**src/rtl/rtcpi_pkg.sv**
```systemverilog
package rtcpi_pkg;

   typedef enum logic [1:0] {
      SEL_RATE  = 2'd0,
      SEL_CTRL  = 2'd1,
      SEL_FLAG  = 2'd2,
      SEL_VALID = 2'd3
   } reg_sel_e;

   // bit positions shared by the enable and flag registers
   localparam int BIT_PER = 6;
   localparam int BIT_ALM = 5;
   localparam int BIT_UPD = 4;
   localparam int BIT_SQW = 3;
   localparam int BIT_SUM = 7;

   localparam logic [7:0] VALID_WORD = 8'h80;

   typedef struct packed {
      logic per;
      logic alm;
      logic upd;
   } src_t;

endpackage

```
**src/rtl/rtc_rate_div.sv**
```systemverilog
module rtc_rate_div #(
   parameter int RATE_W = 4
) (
   input  logic              clk,
   input  logic              rst_n,
   input  logic              half_tick,
   input  logic [RATE_W-1:0] rate,
   output logic              tap,
   output logic              p_rise
);
   localparam int NTAP  = 1 << RATE_W;
   localparam int DIV_W = NTAP - 1;

   logic [DIV_W-1:0] cnt_q;
   logic [DIV_W-1:0] cnt_nx;
   logic [NTAP-1:0]  cur_tap;
   logic [NTAP-1:0]  nxt_tap;

   assign cnt_nx = cnt_q + 1'b1;

   always_ff @(posedge clk) begin
      if (!rst_n)         cnt_q <= '0;
      else if (half_tick) cnt_q <= cnt_nx;
   end

   // code 0 maps to a constant-low stage; code k taps divider bit k-1
   assign cur_tap[0] = 1'b0;
   assign nxt_tap[0] = 1'b0;
   for (genvar k = 1; k < NTAP; k++) begin : g_tap
      assign cur_tap[k] = cnt_q[k-1];
      assign nxt_tap[k] = cnt_nx[k-1];
   end

   assign tap    = cur_tap[rate];
   assign p_rise = half_tick & ~cur_tap[rate] & nxt_tap[rate];
endmodule

```
**src/rtl/rtc_ctrl_regs.sv**
```systemverilog
module rtc_ctrl_regs
   import rtcpi_pkg::*;
#(
   parameter int RATE_W = 4
) (
   input  logic              clk,
   input  logic              rst_n,
   input  logic              wr_en,
   input  logic [1:0]        reg_sel,
   input  logic [RATE_W-1:0] rate_wd,
   input  logic [3:0]        en_wd,
   output logic [RATE_W-1:0] rate_q,
   output src_t              en_q,
   output logic              sqw_en_q
);
   always_ff @(posedge clk) begin
      if (!rst_n) begin
         rate_q   <= '0;
         en_q     <= '0;
         sqw_en_q <= 1'b0;
      end else if (wr_en) begin
         if (reg_sel == SEL_RATE) rate_q <= rate_wd;
         if (reg_sel == SEL_CTRL) begin
            en_q.per <= en_wd[3];
            en_q.alm <= en_wd[2];
            en_q.upd <= en_wd[1];
            sqw_en_q <= en_wd[0];
         end
      end
   end
endmodule

```
**src/rtl/rtc_irq_flags.sv**
```systemverilog
module rtc_irq_flags
   import rtcpi_pkg::*;
(
   input  logic clk,
   input  logic rst_n,
   input  src_t set_src,
   input  logic clr,
   input  src_t en,
   output src_t flags_q,
   output logic summary
);
   src_t flags_d;

   // clear first, then merge this cycle's events so none is lost
   always_comb begin
      flags_d = clr ? src_t'('0) : flags_q;
      flags_d = flags_d | set_src;
   end

   always_ff @(posedge clk) begin
      if (!rst_n) flags_q <= '0;
      else        flags_q <= flags_d;
   end

   assign summary = |(flags_q & en);
endmodule

```
**src/rtl/rtc_pirq_top.sv**
```systemverilog
module rtc_pirq_top
   import rtcpi_pkg::*;
#(
   parameter int RATE_W      = 4,
   parameter bit SQW_OUT_REG = 1'b0
) (
   input  logic       clk,
   input  logic       rst_n,
   input  logic       half_tick,
   input  logic       alarm_evt,
   input  logic       update_evt,
   input  logic [1:0] reg_sel,
   input  logic       wr_en,
   input  logic       rd_en,
   input  logic [7:0] wdata,
   output logic [7:0] rdata,
   output logic       sqw_out,
   output logic       irq_n
);
   if (RATE_W < 2 || RATE_W > 4) begin : g_bad_rate_w
      $error("rtc_pirq_top: RATE_W must lie in 2..4");
   end

   logic [RATE_W-1:0] rate_q;
   src_t              en_q;
   logic              sqw_en_q;
   logic              tap;
   logic              p_rise;
   src_t              set_src;
   src_t              flags_q;
   logic              summary;
   logic              rd_c;
   logic [2:0]        flag_bits;
   logic              sqw_comb;
   logic              unused_wdata_msb;

   assign unused_wdata_msb = wdata[7];

   rtc_ctrl_regs #(.RATE_W(RATE_W)) u_regs (
      .clk      (clk),
      .rst_n    (rst_n),
      .wr_en    (wr_en),
      .reg_sel  (reg_sel),
      .rate_wd  (wdata[RATE_W-1:0]),
      .en_wd    (wdata[6:3]),
      .rate_q   (rate_q),
      .en_q     (en_q),
      .sqw_en_q (sqw_en_q)
   );

   rtc_rate_div #(.RATE_W(RATE_W)) u_div (
      .clk       (clk),
      .rst_n     (rst_n),
      .half_tick (half_tick),
      .rate      (rate_q),
      .tap       (tap),
      .p_rise    (p_rise)
   );

   assign rd_c        = rd_en && (reg_sel == SEL_FLAG);
   assign set_src.per = p_rise;
   assign set_src.alm = alarm_evt;
   assign set_src.upd = update_evt;

   rtc_irq_flags u_flags (
      .clk     (clk),
      .rst_n   (rst_n),
      .set_src (set_src),
      .clr     (rd_c),
      .en      (en_q),
      .flags_q (flags_q),
      .summary (summary)
   );

   assign flag_bits = flags_q;
   assign irq_n     = ~summary;
   assign sqw_comb  = sqw_en_q & tap;

   if (SQW_OUT_REG) begin : g_sqw_reg
      logic sqw_q;
      always_ff @(posedge clk) begin
         if (!rst_n) sqw_q <= 1'b0;
         else        sqw_q <= sqw_comb;
      end
      assign sqw_out = sqw_q;
   end else begin : g_sqw_comb
      assign sqw_out = sqw_comb;
   end

   always_comb begin
      rdata = '0;
      unique case (reg_sel)
         SEL_RATE:  rdata[RATE_W-1:0] = rate_q;
         SEL_CTRL: begin
            rdata[BIT_PER] = en_q.per;
            rdata[BIT_ALM] = en_q.alm;
            rdata[BIT_UPD] = en_q.upd;
            rdata[BIT_SQW] = sqw_en_q;
         end
         SEL_FLAG: begin
            rdata[BIT_SUM] = summary;
            rdata[BIT_PER] = flags_q.per;
            rdata[BIT_ALM] = flags_q.alm;
            rdata[BIT_UPD] = flags_q.upd;
         end
         default:   rdata = VALID_WORD;
      endcase
   end
endmodule

```
**config.mk**
```make
export PLATFORM = sky130hd
export DESIGN_NAME = rtc_pirq_top
export DESIGN_NICKNAME = d
export VERILOG_FILES = /design/src/rtl/rtcpi_pkg.sv /design/src/rtl/rtc_rate_div.sv /design/src/rtl/rtc_ctrl_regs.sv /design/src/rtl/rtc_irq_flags.sv /design/src/rtl/rtc_pirq_top.sv
export SDC_FILE = /design/constraint.sdc
export NUM_CORES = 1
export LEC_CHECK = 0
export BUFFER_PORTS_ARGS = -buffer_cell sky130_fd_sc_hd__buf_2
export CORE_ASPECT_RATIO = 1.2
export CORE_UTILIZATION = 40
export DETAILED_ROUTE_END_ITERATION = 16
export PLACE_DENSITY = 0.64
export SYNTH_ARGS = -nofsm -noshare
export SYNTH_HDL_FRONTEND = slang
export SYNTH_SLANG_ARGS = --single-unit
```
**constraint.sdc**
```tcl
create_clock -name clk -period 2.5 [get_ports clk]
set_input_delay 0.125 -clock clk [delete_from_list [all_inputs] [get_ports clk]]
set_output_delay 0.125 -clock clk [all_outputs]
set_load 0.05 [all_outputs]
```
==> qor.yml, run 1 <==
routing:
  wl_met1_um: 1780
  ant_nets: 0
  drcViolationCount: 0
  met2_length_um: 1820
  viasPerCell: 5.42
  wire_per_inst_um: 13.6
  top_layer: "met4"
  firstDrtPassIters: 4
  vias: 1511
  met3_wirelength_um: 161
  wl_um: 3790
  drt_iter0_markers: 104
clock_tree:
  clock_latency_ns: 0.27
  cts_tree: "yes"
  clkTransAtPathRegs_ns: 0.09
  cts_made_buffers: 3
  clock_sinks: 26
  ctsResizeCount: 0
  cts_root_buf: "clkbuf_8"
  h-tree-depth: 1
  clockBufferDepth: 2
  ctsHoldBuffers: 0
  cts_setup_buffers: 0
global_route:
  overflow: 0
  antenna_found_initial: 0
  grt_pass1_wl_um: 6670
  grt_use_total_pct: 18.3
  grt_pass1_vias: 1387
  grt_max_degree: 28
sta:
  tns_ns: 0
  fin_skew_ns: 0.00986
  tightest_slew_ns: 0.456
  fmaxAchievable_mhz: 427
  slew_headroom_pct: 69.5
  hold_viol: 0
  rsz0062_at_grt: "false"
  setup_viol: 0
  finalCritPeriodShare_pct: 93.8
  maxSlewViolCount: 0
  setup_ws_ns: 0.156
  min_period_ns: 2.34
critical_path:
  cp-startpoint: "u_regs.rate_q[0]$_SDFFE_PN0P_"
  crit_family: "multiplexers"
  crit_required_ns: 2.38
  critPathMaxFanout: 7
  r2r_start: "u_regs.rate_q[0]$_SDFFE_PN0P_"
  endpoint_kind: "output pin"
  cp_cell_sequence: "mux4_2 -> mux4_2 -> and2_1 -> buf_2"
  path_class: "register to output pin"
  slowest_delay_ns: 0.55
  slowest_stage: "mux4_2"
  cp_data_arrival_time_ns: 2.22
  critPathBufInv: 1
  path_common_cell: "mux4_2"
  crit_path_start_kind: "register"
floorplanning:
  ios: 27
  core_um2: 4040
  row_count: 25
  dieArea_um2: 4610
  start_util_pct: 43.0
  die_x_um: 62.1
  die_y_um: 74.2
logic_synthesis:
  yosysTopAreaCell: "dfxtp_1"
  ys_ff_latch: 26
  yosysSeqAreaShare_pct: 30.0
  synth_flop_cell: "dfxtp_1"
  synth.area.top_cells: "dfxtp_1 30%, and2_1 5.8%, xnor2_1 5.6%"
  synth_warnings: 0
  syn_inst: 213
  syn_area_um2: 1740
  syn_nets: 234
  syn_avg_cell_area_um2: 8.15
  ys_async_sr_fraction_pct: 0
  yosysTopAreaCellShare_pct: 30.0
  synth_edf_count: 0
  ys_types: 38
cells_and_area:
  nets: 248
  synthToLayoutAreaGrowth_pct: 9.81
  drive_above_1_share_pct: 16.0
  diodes: 0
  mostFrequentLayoutCell: "dfxtp_1"
  utilization_pct: 47.2
  stdcell_area_um2: 1910
  layout_common_cells: "26 x dfxtp_1, 25 x buf_2, 23 x nand2_1"
power_and_ir_drop:
  totalPowerFinal_w: 0.000780
  power_frac_comb_pct: 13.0
  power.share.clock_pct: 30.6
  p_per_area_nw_per_um2: 409
  power_frac_seq_pct: 56.5
  power.internal_w: 0.000575
  ir_worst_vdd_mv: 0.154
  p_sw_w: 0.000205
  power.leakage_nw: 0.724
  swShare_pct: 26.2
worst_hold_path:
  hp-class: "primary input to register"
  min_from: "alarm_evt"
outcome:
  outcome: "finished, final reports clean"
placed_design:
  place_hpwl_um: 2750
  placed_area_um2: 1860
  gp_congestion: 0.858
  dp_worst_setup_slack_ns: 0.393
  port_buffers: 25
run:
  cap_viol_max_count: 0
[cell usage after synthesis (all sizes together) (4+ instances only)]
cell type,n
nand3,16
a21oi,8
xnor2,11
and3,5
clkbuf,10
a21boi,10
ha,4
dfxtp,26
nor3,4
o21ai,4
nand4,9
mux4,4
nor2b,9
buf,8
and2,16
xor2,6
nor2,7
nand2,23
[flip-flops by register name, indices dropped and copies added, names as in the netlist]
signal and count:
u_div.cnt_q 15, u_regs.rate_q 4, u_flags.flags_q 3, u_regs.en_q 3, u_regs.sqw_en_q 1
[per-layer routing]
| metal | GRT usage [%] | vias up |
|---|---|---|
| li1 | - | 789 |
| met1 | 23.6 | 679 |
| met2 | 31.4 | 39 |
| met3 | 2.45 | 4 |
| met4 | 6.72 | 0 |
| met5 | 0 | - |
[cell type report]
type | instances | area (µm²)
Sequential cell | 26 | 520
Tap cell | 54 | 67.6
Fill cell | 396 | 2130
Clock buffer | 3 | 41.3
Timing Repair Buffer | 27 | 140
Multi-Input combinational cell | 166 | 1120
Inverter | 3 | 11.3
[final timing paths]
kind	end	slack (ns)	depth (start not counted)
min reg2reg	u_regs.sqw_en_q$_SDFFE_PN0P_	0.48	2
max reg2reg	u_flags.flags_q[2]$_SDFF_PN0_	0.38	4
min	u_flags.flags_q[1]$_SDFF_PN0_	0.08	3
max	sqw_out	0.16	4
[cells by family after synthesis]
logic type      share of synthesized area, %
xor+xnor                                8.58
flops                                   30.0
buf+inv                                 5.41
fa+ha+maj                               2.88
compound gates                          17.2
mux                                     6.34
simple gates                            29.6
[power groups by stage]
stage          clock (W)  sequential (W)  combinational (W)
3_3_place_gp           0        0.000450           0.000101
5_1_grt         0.000265        0.000443           0.000114
2_1_floorplan          0        0.000443          0.0000778
3_5_place_dp           0        0.000450           0.000102
6_report        0.000238        0.000440           0.000101
4_1_cts         0.000246        0.000440           0.000102
[tightest hold or removal path, delay by kind of cell]
family,cells,cell delay [ns]
buffers and inverters,1,0.07
and+or+nand+nor,1,0.08
AOI/OAI and AO/OA,1,0.03
[metrics by stage]
stage               hold slack [ns]  std cells
global placement              0.354        276
CTS                          0.0772        279
detailed placement            0.357        276
floorplan                     0.264        213
global route                  0.116        279
finish                       0.0804        279
Power figures use the tool's default switching activity.
==> run 2: changes to the inputs <==
--- a/config.mk
+++ b/config.mk
@@ -10,4 +10,5 @@
 export CORE_UTILIZATION = 40
 export DETAILED_ROUTE_END_ITERATION = 16
+export GPL_ROUTABILITY_DRIVEN = 0
 export PLACE_DENSITY = 0.64
 export SYNTH_ARGS = -nofsm -noshare
==> constraint.sdc (replaced) <==
create_clock -name clk -period 2.5 [get_ports clk]
set_input_delay 0.5 -clock clk [delete_from_list [all_inputs] [get_ports clk]]
set_output_delay 0.5 -clock clk [all_outputs]
set_load 0.05 [all_outputs]
==> qor.yml, run 2 (synthesis gave the netlist of run 1 again) <==
critical_path:
  critPathMaxFanout: 5
  cp_data_arrival_time_ns: 1.99
  crit_required_ns: 2.00
  crit_path_start_kind: "register"
  endpoint_kind: "output pin"
  path_class: "register to output pin"
routing:
  wl_um: 3970
  drt_iter0_markers: 44
  firstDrtPassIters: 4
  drcViolationCount: 0
  vias: 1584
  wire_per_inst_um: 13.7
  viasPerCell: 5.44
  ant_nets: 0
cells_and_area:
  layout_common_cells: "24 x buf_2, 24 x dfxtp_1, 23 x nand2_1"
  diodes: 0
  regMostFlops: "u_div.cnt_q"
  synthToLayoutAreaGrowth_pct: 16.8
  drive_above_1_share_pct: 21.5
  largest_reg_flops: 15
  nets: 259
  fillCellCount: 397
  stdcell_area_um2: 2030
  reg_top3: "u_div.cnt_q (15), u_regs.rate_q (4)"
clock_tree:
  clockBufferDepth: 2
  h-tree-depth: 1
  clkTransAtPathRegs_ns: 0.10
  cts_root_buf: "clkbuf_8"
  clock_latency_ns: 0.28
  cts_made_buffers: 3
  cts_tree: "yes"
  clock_sinks: 26
sta:
  tns_ns: 0
  setup_ws_ns: 0.0138
  slew_headroom_pct: 62.9
  rsz0062_at_grt: "true"
  maxSlewViolCount: 0
  fmaxAchievable_mhz: 402
  min_period_ns: 2.49
  hold_viol: 0
  fin_skew_ns: 0.00899
  setup_viol: 0
  tightest_slew_ns: 0.556
  finalCritPeriodShare_pct: 99.4
run:
  cap_viol_max_count: 0
placed_design:
  place_hpwl_um: 2910
  port_buffers: 25
  placed_area_um2: 1950
  dp_worst_setup_slack_ns: 0.112
floorplanning:
  ios: 27
  dieArea_um2: 4610
  core_um2: 4040
  start_util_pct: 43.0
  row_count: 25
  die_x_um: 62.1
  die_y_um: 74.2
global_route:
  grt_use_total_pct: 19.3
  grt_max_degree: 28
  grt_pass1_wl_um: 7070
  grt_pass1_vias: 1565
  overflow: 0
  antenna_found_initial: 0
power_and_ir_drop:
  power.leakage_nw: 0.796
  p_per_area_nw_per_um2: 408
  ir_worst_vdd_mv: 0.166
outcome:
  outcome: "finished, final reports clean"
worst_hold_path:
  hp-class: "primary input to register"
run 2: cell types whose count changed in the layout (fill, tap and decap cells not counted):
cell,before,now
buf_8,0,1
dfxtp_1,26,24
buf_2,25,24
a21oi_2,1,0
a21oi_4,0,1
dfxtp_4,0,1
and2_4,0,1
and2_1,16,15
clkbuf_8,3,4
buf_4,2,13
dfxtp_2,0,1
run 2: area by class of cell:
type,count,area (µm²),area share (%)
multi-input cells,166,1130,56.0
inverters,3,11.3,0.556
repair buffers,38,233,11.5
flip-flops and latches,26,526,25.9
well taps,54,67.6,3.33
clock buffers,4,55.1,2.72
run 2: worst max-delay path: stages, from the launching register on:
cell and delay (ns):
dfxtp_4 0.41, mux4_2 0.52, mux4_2 0.48, and2_4 0.16, buf_8 0.14
run 2: metrics by stage:
step | std cells | util [%] | total power [W] | hold slack [ns]
finish | 291 | 50.2 | 0.000827 | 0.455
global placement | 286 | 48.2 | 0.000556 | 0.466
CTS | 290 | 50.0 | 0.000838 | 0.452
floorplan | 213 | - | 0.000522 | 0.452
global route | 291 | 50.2 | 0.000872 | 0.447
detailed placement | 286 | 48.2 | 0.000556 | 0.469
run 2: final timing paths:
kind,startpoint,to,slack (ns),depth (start not counted)
min reg2reg,u_regs.en_q[0]$_SDFFE_PN0P_,u_regs.en_q[0]$_SDFFE_PN0P_,0.49,2
max reg2reg,u_div.cnt_q[0]$_SDFFE_PN0P_,u_flags.flags_q[2]$_SDFF_PN0_,0.41,7
min,update_evt,u_flags.flags_q[0]$_SDFF_PN0_,0.46,3
max,u_regs.rate_q[0]$_SDFFE_PN0P_,sqw_out,0.01,4
run 2: per-layer routing:
layer	global-route usage, %	vias up	wire length (µm)
met1	24.2	728	1900
met4	8.53	0	67
met2	33.9	43	1870
met5	0	-	0
li1	-	808	-
met3	1.84	5	141
run 2: where the power goes:
| group | leakage [nW] | internal [W] | switching, W |
|---|---|---|---|
| Sequential | 0.212 | 0.000424 | 0.0000142 |
| Combinational | 0.555 | 0.0000454 | 0.0000625 |
| Clock | 0.0288 | 0.000141 | 0.000139 |
run 2: what timing repair did:
action | CTS | global route
pin swaps | 1 | 0
endpoints found under the setup margin | 1 | 1
buffers inserted | 0 | 1
hold buffers | 0 | 0
resized for setup | 7 | 0
==> run 3: changes to the inputs <==
ABC_AREA = 1   (was default)
==> qor.yml, run 3 <==
critical_path:
  cp-startpoint: "u_regs.rate_q[1]$_SDFFE_PN0P_"
  reg2regPathDepth: 11
  r2r_start: "u_div.cnt_q[1]$_SDFFE_PN0P_"
  path_class: "register to output pin"
  reg2reg_slack_ns: 0.80
  crit_required_ns: 2.00
  critPathMaxFanout: 7
  endpoint_kind: "output pin"
  cp_data_arrival_time_ns: 1.80
  crit_path_start_kind: "register"
  rr_endpoint: "u_flags.flags_q[2]$_SDFF_PN0_"
run:
  cap_viol_max_count: 0
global_route:
  grt_max_degree: 25
  grt_pass1_wl_um: 7350
  grt_pass1_vias: 1726
  grt_use_total_pct: 19.9
  antenna_found_initial: 0
  overflow: 0
sta:
  finalCritPeriodShare_pct: 92.1
  maxSlewViolCount: 0
  hold_viol: 0
  fin_skew_ns: 0.00710
  rsz0062_at_grt: "false"
  setup_viol: 0
  slew_headroom_pct: 71.3
  min_period_ns: 2.30
  tightest_slew_ns: 0.431
  setup_ws_ns: 0.198
  tns_ns: 0
  fmaxAchievable_mhz: 434
clock_tree:
  clockBufferDepth: 2
  ctsResizeCount: 0
  clkTransAtPathRegs_ns: 0.10
  cts_setup_buffers: 0
  h-tree-depth: 1
  clock_sinks: 26
  ctsHoldBuffers: 0
  cts_tree: "yes"
  clock_latency_ns: 0.28
  cts_made_buffers: 3
  cts_root_buf: "clkbuf_8"
placed_design:
  dp_worst_setup_slack_ns: 0.524
  placed_area_um2: 1920
  dpl.cell_count: 356
  port_buffers: 25
  place_hpwl_um: 3210
logic_synthesis:
  syn_area_um2: 1740
  ys_async_sr_fraction_pct: 0
  synth_flop_cell: "dfxtp_1"
  syn_avg_cell_area_um2: 6.19
  yosysTopAreaCell: "dfxtp_1"
  synthTopCellsByCount: "70 x nand2_1, 40 x inv_1, 28 x nand3_1"
  yosysTopAreaCellShare_pct: 29.9
  syn_inst: 281
  synth_edf_count: 0
  synth_most_common_cell: "nand2_1"
  ys_types: 23
  synth.area.top_cells: "dfxtp_1 30%, nand2_1 15%, inv_1 8.6%"
  synth_warnings: 0
  ys_ff_latch: 26
  yosysSeqAreaShare_pct: 29.9
  syn_nets: 302
floorplanning:
  die_y_um: 74.3
  die_x_um: 62.2
  core_um2: 4070
  start_util_pct: 42.8
  ios: 27
  row_count: 25
  dieArea_um2: 4620
cells_and_area:
  mostFrequentLayoutCell: "nand2_1"
  diodes: 0
  layout_common_cells: "70 x nand2_1, 40 x inv_1, 28 x nand3_1"
  reg_top3: "u_div.cnt_q (15), u_regs.rate_q (4)"
  stdcell_area_um2: 1980
  regMostFlops: "u_div.cnt_q"
  layoutNonFillerInstCount: 360
  nets: 328
  synthToLayoutAreaGrowth_pct: 13.5
  utilization_pct: 48.6
  largest_reg_flops: 15
  drive_above_1_share_pct: 15.0
routing:
  ant_nets: 0
  drcViolationCount: 0
  drt_iter0_markers: 49
  vias: 1851
  firstDrtPassIters: 4
  viasPerCell: 5.14
  wire_per_inst_um: 11.6
  wl_um: 4190
power_and_ir_drop:
  power.leakage_nw: 0.952
  p_per_area_nw_per_um2: 475
  ir_worst_vdd_mv: 0.235
outcome:
  outcome: "finished, final reports clean"
worst_hold_path:
  hold_depth: 3
  hp-class: "primary input to register"
  hold_end: "u_flags.flags_q[1]$_SDFF_PN0_"
  min_from: "alarm_evt"
-- run 3: cell types whose count changed in the layout (fill, tap and decap cells not counted), moves of 15 or more --
cell	previous run	this run
a21oi_1	7	25
and2_1	15	0
inv_1	3	40
nand2_1	23	70
nor2_1	7	27
o21ai_0	4	20
-- run 3: critical path, stage by stage, from the launching register on --
cell and delay, ns:
dfxtp_1 0.49, nand2_1 0.13, inv_1 0.17, nand2_1 0.07, nand2_1 0.06, nor2_1 0.04
nor2_1 0.07, nand2_1 0.07, a21oi_1 0.14, buf_2 0.28
-- run 3: cells by family after synthesis --
logic type / Yosys count / share of synthesized area [%]
AOI/OAI and AO/OA: 58 / 19.0
DFF: 26 / 29.9
adders and majority gates: 4 / 2.88
buffers and inverters: 49 / 10.6
xor gates and xnor gates: 1 / 0.503
and+or+nand+nor: 143 / 37.1
-- run 3: metal layers --
metal / global-route usage, % / vias up / wire length, µm
met3: 2.76 / 5 / 182
met2: 35.3 / 40 / 1990
met4: 7.49 / 0 / 48
met1: 24.7 / 834 / 1970
li1: - / 972 / -
met5: 0 / - / 0
-- run 3: worst max-delay path by stage --
stage | depth (start not counted) | slack [ns] | endpoint
final | 9 | 0.20 | sqw_out
after global routing | 9 | 0.04 | sqw_out
after CTS | 9 | 0.20 | sqw_out
after detailed placement | 10 | 0.52 | sqw_out
after global placement | 10 | 0.49 | sqw_out
after floorplan | 4 | 0.09 | rdata[3]
-- run 3: per-stage QoR --
stage / power (W) / hold WS [ns]
2_1_floorplan: 0.000612 / 0.445
3_3_place_gp: 0.000661 / 0.488
3_5_place_dp: 0.000664 / 0.486
4_1_cts: 0.000948 / 0.426
5_1_grt: 0.000990 / 0.441
6_report: 0.000938 / 0.429
-- run 3: power breakdown --
group	switching (W)	internal, W	total [W]
registers	0.0000347	0.000441	0.000475
clock network	0.000142	0.000141	0.000284
logic	0.000116	0.0000627	0.000178
total	0.000293	0.000645	0.000938
-- run 3: cell type report --
| cell class | instances | area [µm²] |
|---|---|---|
| Multi-Input combinational cell | 206 | 1030 |
| Inverter | 44 | 165 |
| Sequential cell | 26 | 520 |
| Clock buffer | 4 | 55.1 |
| Fill cell | 441 | 2090 |
| Timing Repair Buffer | 26 | 133 |
| Tap cell | 54 | 67.6 |
